**src/rtl/rpf_pkg.sv**
```systemverilog
// Shared encodings for the reset pin glitch filter.
// Assumes: register field positions are fixed by software; widths are parameters of the top.
package rpf_pkg;
    // Which path feeds the reset request.
    typedef enum logic [1:0] {
        ENG_OFF = 2'd0,
        ENG_BUS = 2'd1,
        ENG_LP  = 2'd2
    } eng_sel_e;

    // Run/wait select codes; code 3 is reserved and treated as off.
    localparam logic [1:0] RUN_CODE_OFF = 2'd0;
    localparam logic [1:0] RUN_CODE_BUS = 2'd1;
    localparam logic [1:0] RUN_CODE_LP  = 2'd2;

    localparam int unsigned RUN_SEL_W = 2;
endpackage

```
**src/rtl/rpf_sync.sv**
```systemverilog
// Multi-flop synchronizer for the asynchronous reset pin.
// Assumes: pin idles high (deasserted); reset loads the idle level.
module rpf_sync #(
    parameter int unsigned STAGES  = 2,
    parameter logic        IDLE_LV = 1'b1
) (
    input  logic clk,
    input  logic rst_n,
    input  logic d_i,
    output logic q_o
);
    logic [STAGES-1:0] shreg;

    // Shift the raw pin through the flop chain.
    always_ff @(posedge clk) begin
        if (!rst_n) shreg <= {STAGES{IDLE_LV}};
        else        shreg <= {shreg[STAGES-2:0], d_i};
    end

    assign q_o = shreg[STAGES-1];

    generate
        if (STAGES == 2) begin : g_chk2
            // output equals the pin two edges earlier.
            p_two_stage_r1: assert property (@(posedge clk) disable iff (!rst_n)
                ($past(rst_n) && $past(rst_n, 2)) |-> (q_o == $past(d_i, 2)));
        end
    endgenerate
endmodule

```
**src/rtl/rpf_count_filter.sv**
```systemverilog
// Consecutive-sample glitch filter engine.
// Holds a filtered level (1 = pin high/deasserted) and a run counter. On each
// enabled sample that differs from the level, the counter advances; once the
// run reaches need_i the level flips. clr_i forces the idle state.
// Assumes: need_i >= 1; need_i may change at any time (>= compare copes).
module rpf_count_filter #(
    parameter int unsigned NEED_W = 6
) (
    input  logic              clk,
    input  logic              rst_n,
    input  logic              clr_i,
    input  logic              en_i,
    input  logic              smp_i,
    input  logic [NEED_W-1:0] need_i,
    output logic              level_o,
    output logic [NEED_W-1:0] cnt_o
);
    localparam int unsigned EXT_W = NEED_W + 1;

    logic              level_q;
    logic [NEED_W-1:0] cnt_q;
    logic [EXT_W-1:0]  run_next;
    logic              run_done;

    // Length the run would have after counting this sample.
    always_comb begin
        run_next = {1'b0, cnt_q} + EXT_W'(1);
        run_done = (run_next >= {1'b0, need_i});
    end

    // Track the run of disagreeing samples and flip the level at the limit.
    always_ff @(posedge clk) begin
        if (!rst_n || clr_i) begin
            level_q <= 1'b1;
            cnt_q   <= '0;
        end else if (en_i) begin
            if (smp_i == level_q) begin
                cnt_q <= '0;
            end else if (run_done) begin
                level_q <= smp_i;
                cnt_q   <= '0;
            end else begin
                cnt_q <= run_next[NEED_W-1:0];
            end
        end
    end

    assign level_o = level_q;
    assign cnt_o   = cnt_q;

    // a level change only follows an enabled sample that completed the run.
    p_flip_needs_run_r2: assert property (@(posedge clk) disable iff (!rst_n)
        ($past(rst_n) && !$past(clr_i) && (level_o != $past(level_o)))
        |-> ($past(en_i) && (({1'b0, $past(cnt_o)} + EXT_W'(1)) >= {1'b0, $past(need_i)})));

    // a cleared engine reads idle on the next cycle.
    p_clear_idle_r6: assert property (@(posedge clk) disable iff (!rst_n)
        clr_i |=> (level_o && (cnt_o == '0)));
endmodule

```
**src/rtl/rpf_cfg_regs.sv**
```systemverilog
// Filter configuration registers with a byte-wide write/read port.
// Control: run/wait select in bits 1:0, stop select in bit 2. Width: bits WIDTH_W-1:0.
// Assumes: only power-on reset clears the fields; reads are combinational.
module rpf_cfg_regs #(
    parameter int unsigned ADDR_W      = 3,
    parameter int unsigned DATA_W      = 8,
    parameter int unsigned WIDTH_W     = 5,
    parameter int unsigned CTRL_OFFSET = 4,
    parameter int unsigned WID_OFFSET  = 5
) (
    input  logic                       clk,
    input  logic                       por_n,
    input  logic                       wr_en_i,
    input  logic [ADDR_W-1:0]          addr_i,
    input  logic [DATA_W-1:0]          wdata_i,
    output logic [DATA_W-1:0]          rdata_o,
    output logic [rpf_pkg::RUN_SEL_W-1:0] run_sel_o,
    output logic                       stop_sel_o,
    output logic [WIDTH_W-1:0]         width_o
);
    import rpf_pkg::*;

    localparam logic [ADDR_W-1:0] CTRL_A    = ADDR_W'(CTRL_OFFSET);
    localparam logic [ADDR_W-1:0] WID_A     = ADDR_W'(WID_OFFSET);
    localparam int unsigned       CTRL_USED = RUN_SEL_W + 1;

    logic [RUN_SEL_W-1:0] run_sel_q;
    logic                 stop_sel_q;
    logic [WIDTH_W-1:0]   width_q;

    // Capture writes; only power-on reset returns the fields to zero.
    always_ff @(posedge clk) begin
        if (!por_n) begin
            run_sel_q  <= '0;
            stop_sel_q <= 1'b0;
            width_q    <= '0;
        end else if (wr_en_i) begin
            if (addr_i == CTRL_A) begin
                run_sel_q  <= wdata_i[RUN_SEL_W-1:0];
                stop_sel_q <= wdata_i[RUN_SEL_W];
            end else if (addr_i == WID_A) begin
                width_q <= wdata_i[WIDTH_W-1:0];
            end
        end
    end

    // Return the addressed fields, unused bits zero.
    always_comb begin
        rdata_o = '0;
        if (addr_i == CTRL_A) begin
            rdata_o[RUN_SEL_W-1:0] = run_sel_q;
            rdata_o[RUN_SEL_W]     = stop_sel_q;
        end else if (addr_i == WID_A) begin
            rdata_o[WIDTH_W-1:0] = width_q;
        end
    end

    assign run_sel_o  = run_sel_q;
    assign stop_sel_o = stop_sel_q;
    assign width_o    = width_q;

    // without a write the fields hold their value.
    p_cfg_hold_r8: assert property (@(posedge clk) disable iff (!por_n)
        ($past(por_n) && !$past(wr_en_i)) |->
        ($stable(run_sel_o) && $stable(stop_sel_o) && $stable(width_o)));

    // the control register shows zeros above its fields.
    p_ctrl_unused_r9: assert property (@(posedge clk) disable iff (!por_n)
        (addr_i == CTRL_A) |-> (rdata_o[DATA_W-1:CTRL_USED] == '0));
endmodule

```
**src/rtl/rstpin_filter.sv**
```systemverilog
// Reset pin glitch filter top: synchronizer, bus-clock and low-power filter
// engines, configuration registers and the power-mode path selection.
// Assumes: lp_tick is a one-cycle pulse in the bus clock domain; ll_stop
// overrides stop_mode; the datapath is reset by either rst_n or por_n.
module rstpin_filter #(
    parameter int unsigned ADDR_W      = 3,
    parameter int unsigned DATA_W      = 8,
    parameter int unsigned WIDTH_W     = 5,
    parameter int unsigned LP_NEED     = 3,
    parameter int unsigned SYNC_STAGES = 2,
    parameter int unsigned CTRL_OFFSET = 4,
    parameter int unsigned WID_OFFSET  = 5
) (
    input  logic              clk,
    input  logic              rst_n,
    input  logic              por_n,
    input  logic              pin_n,
    input  logic              lp_tick,
    input  logic              stop_mode,
    input  logic              ll_stop,
    input  logic              wr_en,
    input  logic [ADDR_W-1:0] addr,
    input  logic [DATA_W-1:0] wdata,
    output logic [DATA_W-1:0] rdata,
    output logic              rst_req
);
    import rpf_pkg::*;

    localparam int unsigned BUS_NEED_W = WIDTH_W + 1;
    localparam int unsigned LP_NEED_W  = $clog2(LP_NEED + 1);

    logic                  dp_rst_n;
    logic                  pin_sync;
    logic [RUN_SEL_W-1:0]  run_sel;
    logic                  stop_sel;
    logic [WIDTH_W-1:0]    width;
    eng_sel_e              eng_sel;
    logic [BUS_NEED_W-1:0] bus_need;
    logic                  bus_level;
    logic [BUS_NEED_W-1:0] bus_cnt;
    logic                  lp_level;
    logic [LP_NEED_W-1:0]  lp_cnt;

    assign dp_rst_n = rst_n & por_n;

    rpf_sync #(.STAGES(SYNC_STAGES), .IDLE_LV(1'b1)) u_sync (
        .clk   (clk),
        .rst_n (dp_rst_n),
        .d_i   (pin_n),
        .q_o   (pin_sync)
    );

    rpf_cfg_regs #(
        .ADDR_W(ADDR_W), .DATA_W(DATA_W), .WIDTH_W(WIDTH_W),
        .CTRL_OFFSET(CTRL_OFFSET), .WID_OFFSET(WID_OFFSET)
    ) u_cfg (
        .clk        (clk),
        .por_n      (por_n),
        .wr_en_i    (wr_en),
        .addr_i     (addr),
        .wdata_i    (wdata),
        .rdata_o    (rdata),
        .run_sel_o  (run_sel),
        .stop_sel_o (stop_sel),
        .width_o    (width)
    );

    // Pick the active path from the power mode and the select fields.
    always_comb begin
        if (ll_stop) begin
            eng_sel = ENG_OFF;
        end else if (stop_mode) begin
            eng_sel = stop_sel ? ENG_LP : ENG_OFF;
        end else begin
            unique case (run_sel)
                RUN_CODE_BUS: eng_sel = ENG_BUS;
                RUN_CODE_LP:  eng_sel = ENG_LP;
                default:      eng_sel = ENG_OFF;
            endcase
        end
    end

    // Required run length of the bus-clock engine is the field plus one.
    always_comb begin
        bus_need = {1'b0, width} + BUS_NEED_W'(1);
    end

    rpf_count_filter #(.NEED_W(BUS_NEED_W)) u_bus_eng (
        .clk     (clk),
        .rst_n   (dp_rst_n),
        .clr_i   (eng_sel != ENG_BUS),
        .en_i    (1'b1),
        .smp_i   (pin_sync),
        .need_i  (bus_need),
        .level_o (bus_level),
        .cnt_o   (bus_cnt)
    );

    rpf_count_filter #(.NEED_W(LP_NEED_W)) u_lp_eng (
        .clk     (clk),
        .rst_n   (dp_rst_n),
        .clr_i   (eng_sel != ENG_LP),
        .en_i    (lp_tick),
        .smp_i   (pin_sync),
        .need_i  (LP_NEED_W'(LP_NEED)),
        .level_o (lp_level),
        .cnt_o   (lp_cnt)
    );

    // Drive the request from the selected path; pin low means request.
    always_comb begin
        unique case (eng_sel)
            ENG_BUS: rst_req = ~bus_level;
            ENG_LP:  rst_req = ~lp_level;
            default: rst_req = ~pin_sync;
        endcase
    end

    // stop mode leaves the bus-clock engine idle.
    p_stop_bus_idle_r5: assert property (@(posedge clk) disable iff (!dp_rst_n)
        stop_mode |=> (bus_level && (bus_cnt == '0)));

    // low-leakage stop leaves the low-power engine idle.
    p_ll_lp_idle_r7: assert property (@(posedge clk) disable iff (!dp_rst_n)
        ll_stop |=> (lp_level && (lp_cnt == '0)));
endmodule

```
**config.mk**
```make
export PLATFORM = sky130hd
export DESIGN_NAME = rstpin_filter
export DESIGN_NICKNAME = d
export VERILOG_FILES = /design/src/rtl/rpf_pkg.sv /design/src/rtl/rpf_sync.sv /design/src/rtl/rpf_count_filter.sv /design/src/rtl/rpf_cfg_regs.sv /design/src/rtl/rstpin_filter.sv
export SDC_FILE = /design/constraint.sdc
export NUM_CORES = 1
export LEC_CHECK = 0
export BUFFER_PORTS_ARGS = -buffer_cell sky130_fd_sc_hd__clkbuf_2
export CORE_UTILIZATION = 52
export DETAILED_ROUTE_END_ITERATION = 8
export PLACE_DENSITY = 0.81
export SYNTH_ARGS = -nofsm -noshare
export SYNTH_HDL_FRONTEND = slang
export SYNTH_SLANG_ARGS = --single-unit
```
**constraint.sdc**
```tcl
create_clock -name clk -period 2.8 [get_ports clk]
set_input_delay 0.42 -clock clk [delete_from_list [all_inputs] [get_ports clk]]
set_output_delay 0.42 -clock clk [all_outputs]
set_load 0.1 [all_outputs]
```
After elaboration in Yosys (flattened, before gate mapping)
Cells that the tools add are included.

Flip-flop bits (word level): 20. Output and inout port bits: 9. Logic and storage cells: 48.

Add/sub/neg operators: 3. Order comparisons: 2. Equal/unequal tests: 10. Mux-type cells: 10. Bitwise operators: 7. Reductions and logical operators: 8.

Operators with widths (number): 2-bit 2-to-1 mux (6); 6-bit by 1-bit adder with 7-bit output, second input constant (1); 7-bit by 6-bit >= comparator with 1-bit output (1); 5-bit by 1-bit adder with 6-bit output, second input constant (1); 3-bit equality test, second input constant (2); 1-bit NOT (6); 3-bit AND reduction (2); 5-bit 2-to-1 mux (1); 2-bit by 1-bit equality test with 1-bit output, second input constant (2); 2-bit equality test, second input constant (2); 2-bit one-hot mux with 2 select lines (1); 2-bit AND reduction (2); 2-bit by 1-bit adder with 3-bit output, second input constant (1); 3-bit by 2-bit >= comparator with 1-bit output, second input constant (1); 3-bit 2-to-1 mux (1); 3-bit OR reduction (1); 1-bit equality test (2); 1-bit logical OR (2); 2-bit by 1-bit != test with 1-bit output, second input constant (1); 2-bit != test, second input constant (1); 1-bit one-hot mux with 2 select lines (1); 1-bit AND (1); 1-bit logical NOT (1).

Depth between registers and ports, before layout
Gate-level depths: netlist (run 1).

Depth in word-level cells: 7. Gate-level depth with buffers: 8. Depth with buffers taken out: 8.

Cells and area by module
Synthesis (run 1) repeated with hierarchy kept, for this count alone.

Cell total of the unflattened synthesis: 153. Area total of the unflattened synthesis: 1392.6 sq um.

By module, submodules not included: rpf_count_filter at u_bus_eng (instances 1, cells each 54, area an instance 521.8 sq um); rpf_cfg_regs (instances 1, cells each 48, area an instance 436.7 sq um); rpf_count_filter at u_lp_eng (instances 1, cells each 21, area an instance 211.5 sq um); rstpin_filter (instances 1, cells each 26, area an instance 170.2 sq um); rpf_sync (instances 1, cells each 4, area an instance 52.6 sq um).

Least setup slack after synthesis (run 1)
OpenSTA, ideal clock, no wires.

Kind: input to output. From: in stop_mode. To: out rst_req. Arrival time: 2838 ps. Required time: 2380 ps. Path slack: -458 ps. Stages: 5. Path buffers: 0. Path through: or3b_2 > a21o_1 > ha_1 > a221oi_1 > a21oi_1.

Word-level cells in the longest chain between the ends: 4.

RTL lines: start, declared (RTL line rstpin_filter.sv:19) `input logic stop_mode,`; 2-bit 2-to-1 mux (*) (RTL line rstpin_filter.sv:72) `end else if (stop_mode) begin`; 2-bit 2-to-1 mux (*) (RTL line rstpin_filter.sv:70) `if (ll_stop) begin`; 2-bit equality test / 2-bit by 1-bit equality test with 1-bit output (equally long branches) (RTL line rstpin_filter.sv:112) `unique case (eng_sel)`; 1-bit one-hot mux with 2 select lines (*) (RTL line rstpin_filter.sv:112); end, declared (RTL line rstpin_filter.sv:25) `output logic rst_req`.

Every way passes the cells marked *; elsewhere a longest branch is shown, timed or not.

Worst setup path after layout (run 1)
From: reg u_cfg.run_sel_q[1] (netlist: u_cfg.run_sel_o[1]). To: out rst_req.

Word-level cells in the longest chain between the ends: 6.

RTL lines: start, declared (RTL line rpf_cfg_regs.sv:27) `logic [RUN_SEL_W-1:0] run_sel_q;`; start signal, assigned (RTL line rpf_cfg_regs.sv:39) `run_sel_q <= wdata_i[RUN_SEL_W-1:0];`; 2-bit equality test / 2-bit by 1-bit equality test with 1-bit output (equally long branches) (RTL line rstpin_filter.sv:75) `unique case (run_sel)`; 2-bit one-hot mux with 2 select lines (*) (RTL line rstpin_filter.sv:75); 2-bit 2-to-1 mux (*) (RTL line rstpin_filter.sv:72); 2-bit 2-to-1 mux (*) (RTL line rstpin_filter.sv:70); 2-bit equality test / 2-bit by 1-bit equality test with 1-bit output (equally long branches) (RTL line rstpin_filter.sv:112); 1-bit one-hot mux with 2 select lines (*) (RTL line rstpin_filter.sv:112).

Marks and branches as above.

==> results of run 1 <==
## cell families after synthesis
group,synth area share
mux,0.102
simple gates,0.251
fa+ha+maj,0.106
compound gates,0.0869
flops,0.339
other cells,0.00317
buf+inv,0.0455
xor+xnor,0.0667
## layer usage
layer  vias up  track usage  wire (um)
met3         2       0.0309         73
met4         0       0.0571         14
met1       436        0.226        892
li1        472            -          -
met5         -            0          0
met2        20        0.374       1130
## flip-flops by register name, summed over array words and instances (netlist names)
register,flops
u_lp_eng.level_o,1
u_cfg.width_o,5
u_bus_eng.cnt_o,6
u_bus_eng.level_o,1
u_cfg.stop_sel_o,1
u_lp_eng.cnt_o,2
u_cfg.run_sel_o,2
u_sync.shreg,2
## final timing paths
check,to,cells after the start
worst max-delay path,rst_req,6
worst min-delay path,u_sync.shreg[0]$_SDFF_PN1_,2
worst max register to register,u_bus_eng.cnt_o[2]$_SDFF_PP0_,8
worst min register to register,u_sync.shreg[1]$_SDFF_PN1_,1
## where the power goes
group	internal (mW)	switching [mW]
Clock	0.0791	0.0867
Sequential	0.288	0.00360
Combinational	0.0217	0.0435
## final cells by class
class / count / area share
Sequential cell: 20 / 0.298
Timing Repair Buffer: 21 / 0.0801
Inverter: 7 / 0.0196
Tap cell: 27 / 0.0252
Clock buffer: 4 / 0.0270
Multi-Input combinational cell: 95 / 0.550
## cells in the final DEF (no fill, tap or decap), types with 4 or more instances in the layout
master                     count
sky130_fd_sc_hd__clkbuf_2     20
sky130_fd_sc_hd__dfxtp_1      20
sky130_fd_sc_hd__ha_1         10
sky130_fd_sc_hd__inv_1         7
sky130_fd_sc_hd__mux2i_1      12
sky130_fd_sc_hd__nand3_1       8
sky130_fd_sc_hd__nor2_1        7
sky130_fd_sc_hd__nor2b_1      13
sky130_fd_sc_hd__xnor2_1       4
sky130_fd_sc_hd__xor2_1        5
## through the flow
| stage | hold WS, ns | total power, mW | std cells |
|---|---|---|---|
| after detailed placement | 0.411 | 0.363 | 170 |
| after global placement | 0.402 | 0.361 | 170 |
| after CTS | 0.301 | 0.531 | 174 |
| final | 0.309 | 0.522 | 174 |
| after global routing | 0.291 | 0.547 | 174 |
| after floorplan | 0.393 | 0.347 | 126 |
## what timing repair did
| action | CTS | global route |
|---|---|---|
| setup buffers | 0 | 0 |
| resized for setup | 0 | 3 |
| setup endpoints to repair | 0 | 1 |
## worst max-delay path, cell delays in order, from the launching register on
cell and delay, ns:
sky130_fd_sc_hd__dfxtp_1 0.40, sky130_fd_sc_hd__or3b_2 0.45, sky130_fd_sc_hd__a21o_1 0.21, sky130_fd_sc_hd__ha_1 0.30, sky130_fd_sc_hd__a221oi_1 0.27, sky130_fd_sc_hd__a21oi_2 0.05
sky130_fd_sc_hd__buf_4 0.24
==> metrics.md, run 1 <==
| Metric | Value |
|---|---|
| Result of the run | `complete, no violations` |
| Netlist cell types | `32` |
| # DRC | `0` |
| Highest Clock Rate | `379 MHz` |
| Timing startpoint of the critical path | `u_cfg.run_sel_o[1]$_SDFFE_PN0P_` |
| Crit path DAT | `2.22 ns` |
| Register bit total from synthesis | `20` |
| Most frequent cells after synthesis | `20 x sky130_fd_sc_hd__dfxtp_1, 13 x sky130_fd_sc_hd__nor2b_1, 12 x sky130_fd_sc_hd__mux2i_1, 10 x sky130_fd_sc_hd__ha_1, 8 x sky130_fd_sc_hd__nand3_1` |
| Minimum setup slack among reg-to-reg paths | `0.59 ns` |
| Std-Cell Core Area | `2040 um2` |
| Initial antenna violation count | `0` |
| IO Pins | `28` |
| Number of core rows | `16` |
| Total clock buffers created by CTS | `3` |
| Register Area | `400 um2` |
| Ranking of synthesized cells by area | `sky130_fd_sc_hd__dfxtp_1 34%, sky130_fd_sc_hd__ha_1 11%, sky130_fd_sc_hd__mux2i_1 10%` |
| Worst-path fanout max | `4` |
| Maximum ir drop on the vdd rail | `0.274 mV` |
| Synth Area per Inst | `9.53 um2` |
| Post-place instance area | `1300 um2` |
| Antenna cells | `0` |
| Async S/R FF share, synth | `0` |
| Number of nets in the layout | `177` |
| Worst setup slack after placement | `0.231 ns` |
| Synth warnings | `0` |
| Slew @ Worst Pin | `0.539 ns` |
| Total power divided by cell area | `389 nW/um2` |
| Final weighted congestion in routability-driven placement | `0.794` |
| Kind of end point of the critical path | `output port` |
| Skew final | `0.00295 ns` |
| Fin crit period | `2.64 ns` |
| Post-synthesis instance total | `124` |
| Chip Height | `49.7 um` |
| Number of buffer cells added on primary ports | `21` |
| Final number of max-transition violations | `0` |
| Startpoint kind of the worst setup timing path | `flop` |
| Half-perimeter wire length of the detailed placement result | `1.76 mm` |
| Total Neg Setup Slack | `0 ns` |
| TritonCTS sink count | `20` |
| Main synth FF type | `sky130_fd_sc_hd__dfxtp_1` |
| Number of synthesized flops with an enable pin | `0` |
| Largest net degree at the start of global routing | `12` |
| Vias per std cell | `5.34` |
| Filler cell count | `192` |
| Cell with the most instances after synthesis | `sky130_fd_sc_hd__dfxtp_1` |
| Post-route standard cell area excluding fillers | `1340 um2` |
| Per-cell routed wire length | `12.1 um` |
| Post-DRT Antenna Nets | `0` |
| Initial Util | `0.578` |
| Vias in the first global route | `945` |
| Clock latency at the later pin of the worst-skew pair | `0.29 ns` |
| H-tree depth reported by CTS | `1` |
| Origin of the worst min-delay path | `pin_n` |
| Worst-path clk slew | `0.11 ns` |
| Global-route wire length before repair | `3.84 mm` |
| Start of the worst register-to-register path | `u_bus_eng.cnt_o[0]$_SDFF_PP0_` |
| Number of max-cap violations | `0` |
| Layout Utilization | `0.657` |
| Via Count | `930` |
| CTS tree | `yes` |
| Unrepaired setup endpoints after global routing | `false` |
| Area of the multi-input gates | `738 um2` |
| Worst Slack Setup Final | `0.165 ns` |
| Setup CP Type | `flop to output port` |
| Reported leakage power | `0.618 nW` |
| Full die area | `2470 um2` |
| Buffer type at the clock tree root | `sky130_fd_sc_hd__clkbuf_4` |
| Final Cycle Share | `0.941` |
| CP required | `2.38 ns` |
| Area leader, netlist | `sky130_fd_sc_hd__dfxtp_1` |
| Area of the mapped netlist | `1180 um2` |
| Hold/Removal Path Class | `input port to flop` |
| Share of the synthesized area in the top cell type | `0.339` |
| Detailed-router iteration count before antenna repair | `4` |
| Rel. slew slack | `0.642` |
| Global-route congestion overflow total | `0` |
| Area growth from synthesis to layout | `13.7%` |
| Proportion of synthesized chip area in sequential cells | `0.339` |
| Final setup fails | `0` |
| Final hold violation count | `0` |
| Hold bufs inserted after CTS | `0` |
| Die span in x | `49.7 um` |
| Buffer levels on the longest clock path | `2` |
| Layout cell share with drive strength beyond 1 | `0.224` |
| Detailed router's first-iteration violation count | `6` |
| Routed Wire Length | `2.11 mm` |
| All-Layer GR Usage | `0.198` |
(Power assumes the default switching activity.)
==> run 2: changes to the inputs <==
Settings changed: BUFFER_PORTS_ARGS -buffer_cell sky130_fd_sc_hd__clkbuf_2 to unset, CORE_UTILIZATION 52 to 60, DONT_BUFFER_PORTS set to 1, PLACE_DENSITY 0.81 to 0.79, SKIP_CTS_REPAIR_TIMING set to 1.
Clock period 2.8 ns to 2.77 ns, I/O delays scaled along.
==> metrics.md, run 2 (synthesis results as in run 1) <==
| Metric | Value |
|---|---|
| Max layer used | `met4` |
| Setup CP Type | `flop to output port` |
| Share of total power consumed by net switching | `0.247 (-0.00960)` |
| Kind of end point of the critical path | `output port` |
| Final hold violation count | `0 (unchanged)` |
| TritonCTS sink count | `20 (unchanged)` |
| Hold/Removal Path Class | `input port to flop` |
| Largest stage delay, worst path | `0.46 ns (about the same)` |
| Layout Utilization | `0.721 (+0.0632)` |
| Area growth from synthesis to layout | `8.79%` |
| Final weighted congestion in routability-driven placement | `0.801 (+0.78%)` |
| Cell internal pwr | `0.386 mW (-0.62%)` |
| Seq pwr share | `0.575 (+0.017)` |
| Commonest non-fill, non-tap cell in the layout | `sky130_fd_sc_hd__dfxtp_1` |
| Largest net degree at the start of global routing | `12 (unchanged)` |
| Worst Slack Setup Final | `0.140 ns (-0.0249 ns)` |
| Met2 wire length | `1.05 mm (-7.4%)` |
| Std-Cell Core Area | `1780 um2 (-13%)` |
| Global-route wire length before repair | `3.48 mm (-9.2%)` |
| Global-route congestion overflow total | `0 (unchanged)` |
| Highest Clock Rate | `380 MHz` |
| Per-cell routed wire length | `13.2 um (+8.6%)` |
| Fin crit period | `2.63 ns` |
| Total Neg Setup Slack | `0 ns (unchanged)` |
| All-Layer GR Usage | `0.234 (+0.0356)` |
| Final number of max-transition violations | `0 (unchanged)` |
| Number of core rows | `15 (-1)` |
| Via Count | `885 (-4.8%)` |
| Worst-path clk slew | `0.11 ns (about the same)` |
| Vias per std cell | `5.64 (+5.5%)` |
| Detailed router's first-iteration violation count | `14 (+8)` |
| Share of total power in the clock network | `0.327 (+0.010)` |
| CP required | `2.35 ns (-0.03 ns)` |
| Reported leakage power | `0.559 nW (-9.5%)` |
| Full die area | `2150 um2 (-13%)` |
| Commonest cells after routing, fill and taps aside | `20 x sky130_fd_sc_hd__dfxtp_1, 13 x sky130_fd_sc_hd__nor2b_1, 12 x sky130_fd_sc_hd__mux2i_1, 10 x sky130_fd_sc_hd__ha_1, 8 x sky130_fd_sc_hd__nand3_1` |
| Die span in x | `46.4 um (-6.6%)` |
| Initial Util | `0.662 (+0.0840)` |
| Number of buffer cells added on primary ports | `0 (-100%)` |
| Skew final | `0.00484 ns (+0.00189 ns)` |
| Crit path DAT | `2.21 ns (about the same)` |
| Post-Route M1 WL | `891 um (-0.11%)` |
| Antenna cells | `0 (unchanged)` |
| Detailed-router iteration count before antenna repair | `4 (unchanged)` |
| Initial antenna violation count | `0 (unchanged)` |
| Layout cell share with drive strength beyond 1 | `0.159 (-0.0654)` |
| Half-perimeter wire length of the detailed placement result | `1.64 mm (-6.9%)` |
| Chip Height | `46.4 um (-6.6%)` |
| Buffer type at the clock tree root | `sky130_fd_sc_hd__clkbuf_4` |
| Result of the run | `complete, no violations` |
| Total power divided by cell area | `399 nW/um2 (+2.5%)` |
| Final setup fails | `0 (unchanged)` |
| IO Pins | `28 (unchanged)` |
| Number of max-cap violations | `0 (unchanged)` |
| Unrepaired setup endpoints after global routing | `false` |
| Combinational Power Share | `0.099 (-0.026)` |
| Slowest cell on crit path | `sky130_fd_sc_hd__or3b_2` |
| DR WL met3 | `96 um (+32%)` |
| Maximum ir drop on the vdd rail | `0.336 mV (+23%)` |
| # DRC | `0 (unchanged)` |
| Total clock buffers created by CTS | `3 (unchanged)` |
| Number of nets in the layout | `162 (-8.5%)` |
| Vias in the first global route | `861 (-8.9%)` |
| Post-place instance area | `1250 um2 (-4.2%)` |
| Post-DRT Antenna Nets | `0 (unchanged)` |
| Number of flip-flops under the largest register name | `6 (unchanged)` |
| Worst setup slack after placement | `0.424 ns (+0.193 ns)` |
| Final Cycle Share | `0.950` |
| CTS tree | `yes` |
| Routed Wire Length | `2.07 mm (-2.0%)` |
| List of cells traversed by the critical path | `or3b_2 -> a21o_1 -> ha_1 -> a221oi_1 -> a21oi_2 -> buf_4` |
| Startpoint kind of the worst setup timing path | `flop` |
| H-tree depth reported by CTS | `1 (unchanged)` |
| Clock latency at the later pin of the worst-skew pair | `0.30 ns (about the same)` |
| Worst-path fanout max | `4 (unchanged)` |
| NetSw | `0.126 mW (-5.6%)` |
| Buffer levels on the longest clock path | `2 (unchanged)` |
| Post-route standard cell area excluding fillers | `1280 um2 (-4.3%)` |
[run 2: stage by stage]
stage	hold WS, ns	cells	power (mW)
floorplan	0.393	126	0.351
global placement	0.405	153	0.350
detailed placement	0.408	153	0.352
CTS	0.205	157	0.519
global route	0.203	157	0.535
finish	0.213	157	0.512
[run 2: critical path: cells and delay by family (launching register included)]
kind / cells / cell delay, ns
AOI/OAI and AO/OA: 3 / 0.53
adders and majority gates: 1 / 0.30
buffers and inverters: 1 / 0.24
DFF: 1 / 0.39
and+or+nand+nor: 1 / 0.46
[run 2: final timing paths]
path / startpoint / slack (ns) / depth (start not counted) / endpoint
worst max-delay path: u_cfg.run_sel_o[1]$_SDFFE_PN0P_ / 0.14 / 6 / rst_req
worst min-delay path: pin_n / 0.21 / 1 / u_sync.shreg[0]$_SDFF_PN1_
worst max register to register: u_cfg.width_o[0]$_SDFFE_PN0P_ / 0.55 / 8 / u_bus_eng.cnt_o[5]$_SDFF_PP0_
worst min register to register: u_sync.shreg[0]$_SDFF_PN1_ / 0.43 / 1 / u_sync.shreg[1]$_SDFF_PN1_
[run 2: power groups by stage]
stage               logic (mW)  registers, mW  clock network [mW]
detailed placement      0.0508          0.301                   0
global placement        0.0497          0.301                   0
global route            0.0540          0.295               0.186
CTS                     0.0508          0.294               0.174
floorplan               0.0511          0.300                   0
finish                  0.0506          0.294               0.167
[run 2: cell type report]
| cell class | instances | area [um2] |
|---|---|---|
| Tap cell | 25 | 31.3 |
| Fill cell | 144 | 498 |
| Clock buffer | 4 | 36.3 |
| Timing Repair Buffer | 6 | 45.0 |
| Sequential cell | 20 | 400 |
| Inverter | 7 | 26.3 |
| Multi-Input combinational cell | 95 | 746 |
[run 2: per-layer routing]
metal / GRT usage / vias up
met5: 0 / -
met4: 0.112 / 0
met3: 0.0784 / 5
met2: 0.403 / 21
met1: 0.253 / 413
li1: - / 446
==> run 3: changes to the inputs <==
Settings changed: SETUP_SLACK_MARGIN set to 0.4.
==> metrics.md, run 3 (synthesis results as in run 1) <==
| Metric | Value |
|---|---|
| Result of the run | `complete, no violations` |
| Highest Clock Rate | `417 MHz (+9.6%)` |
| Hold/Removal Path Class | `input port to flop` |
| # DRC | `0 (unchanged)` |
| Detailed router's first-iteration violation count | `3 (-11)` |
| Std-Cell Core Area | `1780 um2 (unchanged)` |
| Skew final | `0.0110 ns (+0.00615 ns)` |
| Final number of max-transition violations | `0 (unchanged)` |
| Detailed-router iteration count before antenna repair | `4 (unchanged)` |
| Capturing element of the worst setup path | `rst_req` |
| H-tree depth reported by CTS | `1 (unchanged)` |
| Via Count | `877 (-0.90%)` |
| Minimum setup slack among reg-to-reg paths | `0.52 ns (-0.03 ns)` |
| Area growth from synthesis to layout | `15.7%` |
| List of cells traversed by the critical path | `or3b_4 -> a21o_1 -> ha_4 -> a221oi_4 -> a21oi_4 -> buf_12` |
| Unrepaired setup endpoints after global routing | `true` |
| Terminus of the critical flop-to-flop path | `u_bus_eng.cnt_o[3]$_SDFF_PP0_` |
| Setup CP Type | `flop to output port` |
| Chip Height | `46.4 um (unchanged)` |
| Worst-path clk slew | `0.12 ns (about the same)` |
| CTS tree | `yes` |
| Total Neg Setup Slack | `0 ns (unchanged)` |
| Worst-path fanout max | `4 (unchanged)` |
| Full die area | `2150 um2 (unchanged)` |
| Final Cycle Share | `0.867 (-0.0830)` |
| Vias per std cell | `5.55 (-1.5%)` |
| Largest net degree at the start of global routing | `13 (+1)` |
| Number of cells on the worst reg-to-reg path | `8 (unchanged)` |
| Number of max-cap violations | `0 (unchanged)` |
| Startpoint kind of the worst setup timing path | `flop` |
| Buffer levels on the longest clock path | `2 (unchanged)` |
| TritonCTS sink count | `20 (unchanged)` |
| Per-cell routed wire length | `13.6 um (+3.2%)` |
| Number of nets in the layout | `163 (+0.62%)` |
| Maximum ir drop on the vdd rail | `0.411 mV (+22%)` |
| Global-route congestion overflow total | `0 (unchanged)` |
| Total clock buffers created by CTS | `3 (unchanged)` |
| All-Layer GR Usage | `0.234 (+0.000429)` |
| Final weighted congestion in routability-driven placement | `0.792 (-1.1%)` |
| CP required | `2.35 ns (about the same)` |
| Fin crit period | `2.40 ns (-0.230 ns)` |
| Slowest cell on crit path | `sky130_fd_sc_hd__dfxtp_2` |
| Final hold violation count | `0 (unchanged)` |
| Routed Wire Length | `2.15 mm (+3.8%)` |
| Global-route wire length before repair | `3.51 mm (+0.80%)` |
| Filler cell count | `129 (-10%)` |
| Number of buffer cells added on primary ports | `0 (unchanged)` |
| Timing startpoint of the critical path | `u_cfg.run_sel_o[1]$_SDFFE_PN0P_` |
| Start of the worst register-to-register path | `u_bus_eng.cnt_o[0]$_SDFF_PP0_` |
| Antenna cells | `0 (unchanged)` |
| Commonest cells after routing, fill and taps aside | `18 x sky130_fd_sc_hd__dfxtp_1, 13 x sky130_fd_sc_hd__nor2b_1, 12 x sky130_fd_sc_hd__mux2i_1, 8 x sky130_fd_sc_hd__nand3_1, 8 x sky130_fd_sc_hd__ha_1` |
| Largest stage delay, worst path | `0.37 ns (-0.09 ns)` |
| Post-DRT Antenna Nets | `0 (unchanged)` |
| Tightest hold margin | `0.201 ns (-0.0120 ns)` |
| Commonest non-fill, non-tap cell in the layout | `sky130_fd_sc_hd__dfxtp_1` |
| Clock latency at the later pin of the worst-skew pair | `0.31 ns (about the same)` |
| Vias in the first global route | `862 (+0.12%)` |
| Die span in x | `46.4 um (unchanged)` |
| Number of core rows | `15 (unchanged)` |
| Buffer type at the clock tree root | `sky130_fd_sc_hd__clkbuf_4` |
| Number of flip-flops under the largest register name | `6 (unchanged)` |
| Crit path DAT | `1.98 ns (-0.23 ns)` |
| IO Pins | `28 (unchanged)` |
| Reported leakage power | `0.582 nW (+4.1%)` |
| Initial Util | `0.662 (unchanged)` |
| Initial antenna violation count | `0 (unchanged)` |
| Final setup fails | `0 (unchanged)` |
| Total power divided by cell area | `431 nW/um2 (+8.0%)` |
| Half-perimeter wire length of the detailed placement result | `1.66 mm (+1.6%)` |
| Kind of end point of the critical path | `output port` |
| Layout cell share with drive strength beyond 1 | `0.203 (+0.0439)` |
==> run 3: how the worst min path moves through the flow <==
| stage | startpoint | endpoint | slack [ns] | cells after the start |
|---|---|---|---|---|
| 5_1_grt | pin_n | u_sync.shreg[0]$_SDFF_PN1_ | 0.18 | 1 |
| 2_1_floorplan | u_sync.shreg[0]$_SDFF_PN1_ | u_sync.shreg[1]$_SDFF_PN1_ | 0.39 | 1 |
| 3_3_place_gp | u_sync.shreg[0]$_SDFF_PN1_ | u_sync.shreg[1]$_SDFF_PN1_ | 0.41 | 1 |
| 6_report | pin_n | u_sync.shreg[0]$_SDFF_PN1_ | 0.20 | 1 |
| 3_5_place_dp | u_sync.shreg[0]$_SDFF_PN1_ | u_sync.shreg[1]$_SDFF_PN1_ | 0.41 | 1 |
| 4_1_cts | pin_n | u_sync.shreg[0]$_SDFF_PN1_ | 0.19 | 1 |
==> run 3: cell type report <==
cell class | count | area (um2) | share of cell area
tap | 25 | 31.3 | 0.0229
sequential | 20 | 403 | 0.295
multi-input combinational | 95 | 788 | 0.577
clock inverter | 1 | 30.0 | 0.0220
timing repair buffer | 7 | 65.1 | 0.0476
clock buffer | 3 | 22.5 | 0.0165
inverter | 7 | 26.3 | 0.0192
==> run 3: report_power, final <==
group | switching, mW | total, mW | internal (mW)
Clock | 0.0926 | 0.239 | 0.146
Sequential | 0.00364 | 0.295 | 0.291
Combinational | 0.0368 | 0.0547 | 0.0179
Total | 0.133 | 0.588 | 0.455
==> run 3: through the flow <==
step | util | instances | total power [mW] | area (um2) | setup WS (ns)
CTS | 0.745 | 158 | 0.590 | 1330 | 0.104
detailed placement | 0.716 | 154 | 0.353 | 1280 | 0.452
floorplan | - | 126 | 0.352 | 1210 | 0.413
global route | 0.766 | 158 | 0.612 | 1370 | 0.291
global placement | 0.716 | 154 | 0.352 | 1280 | 0.456
finish | 0.766 | 158 | 0.588 | 1370 | 0.370
==> run 3: worst max-delay path: cells and delay by family, from the launching register on <==
kind            cells  cell delay (ns)
simple gates        1             0.37
fa+ha+maj           1             0.27
buf+inv             1             0.17
flops               1             0.37
compound gates      3             0.50
==> run 3: per-layer routing <==
layer	track usage	wire [um]	up-vias
li1	-	-	443
met1	0.268	949	408
met2	0.394	1070	19
met3	0.0745	75	7
met4	0.100	49	0
met5	0	0	-
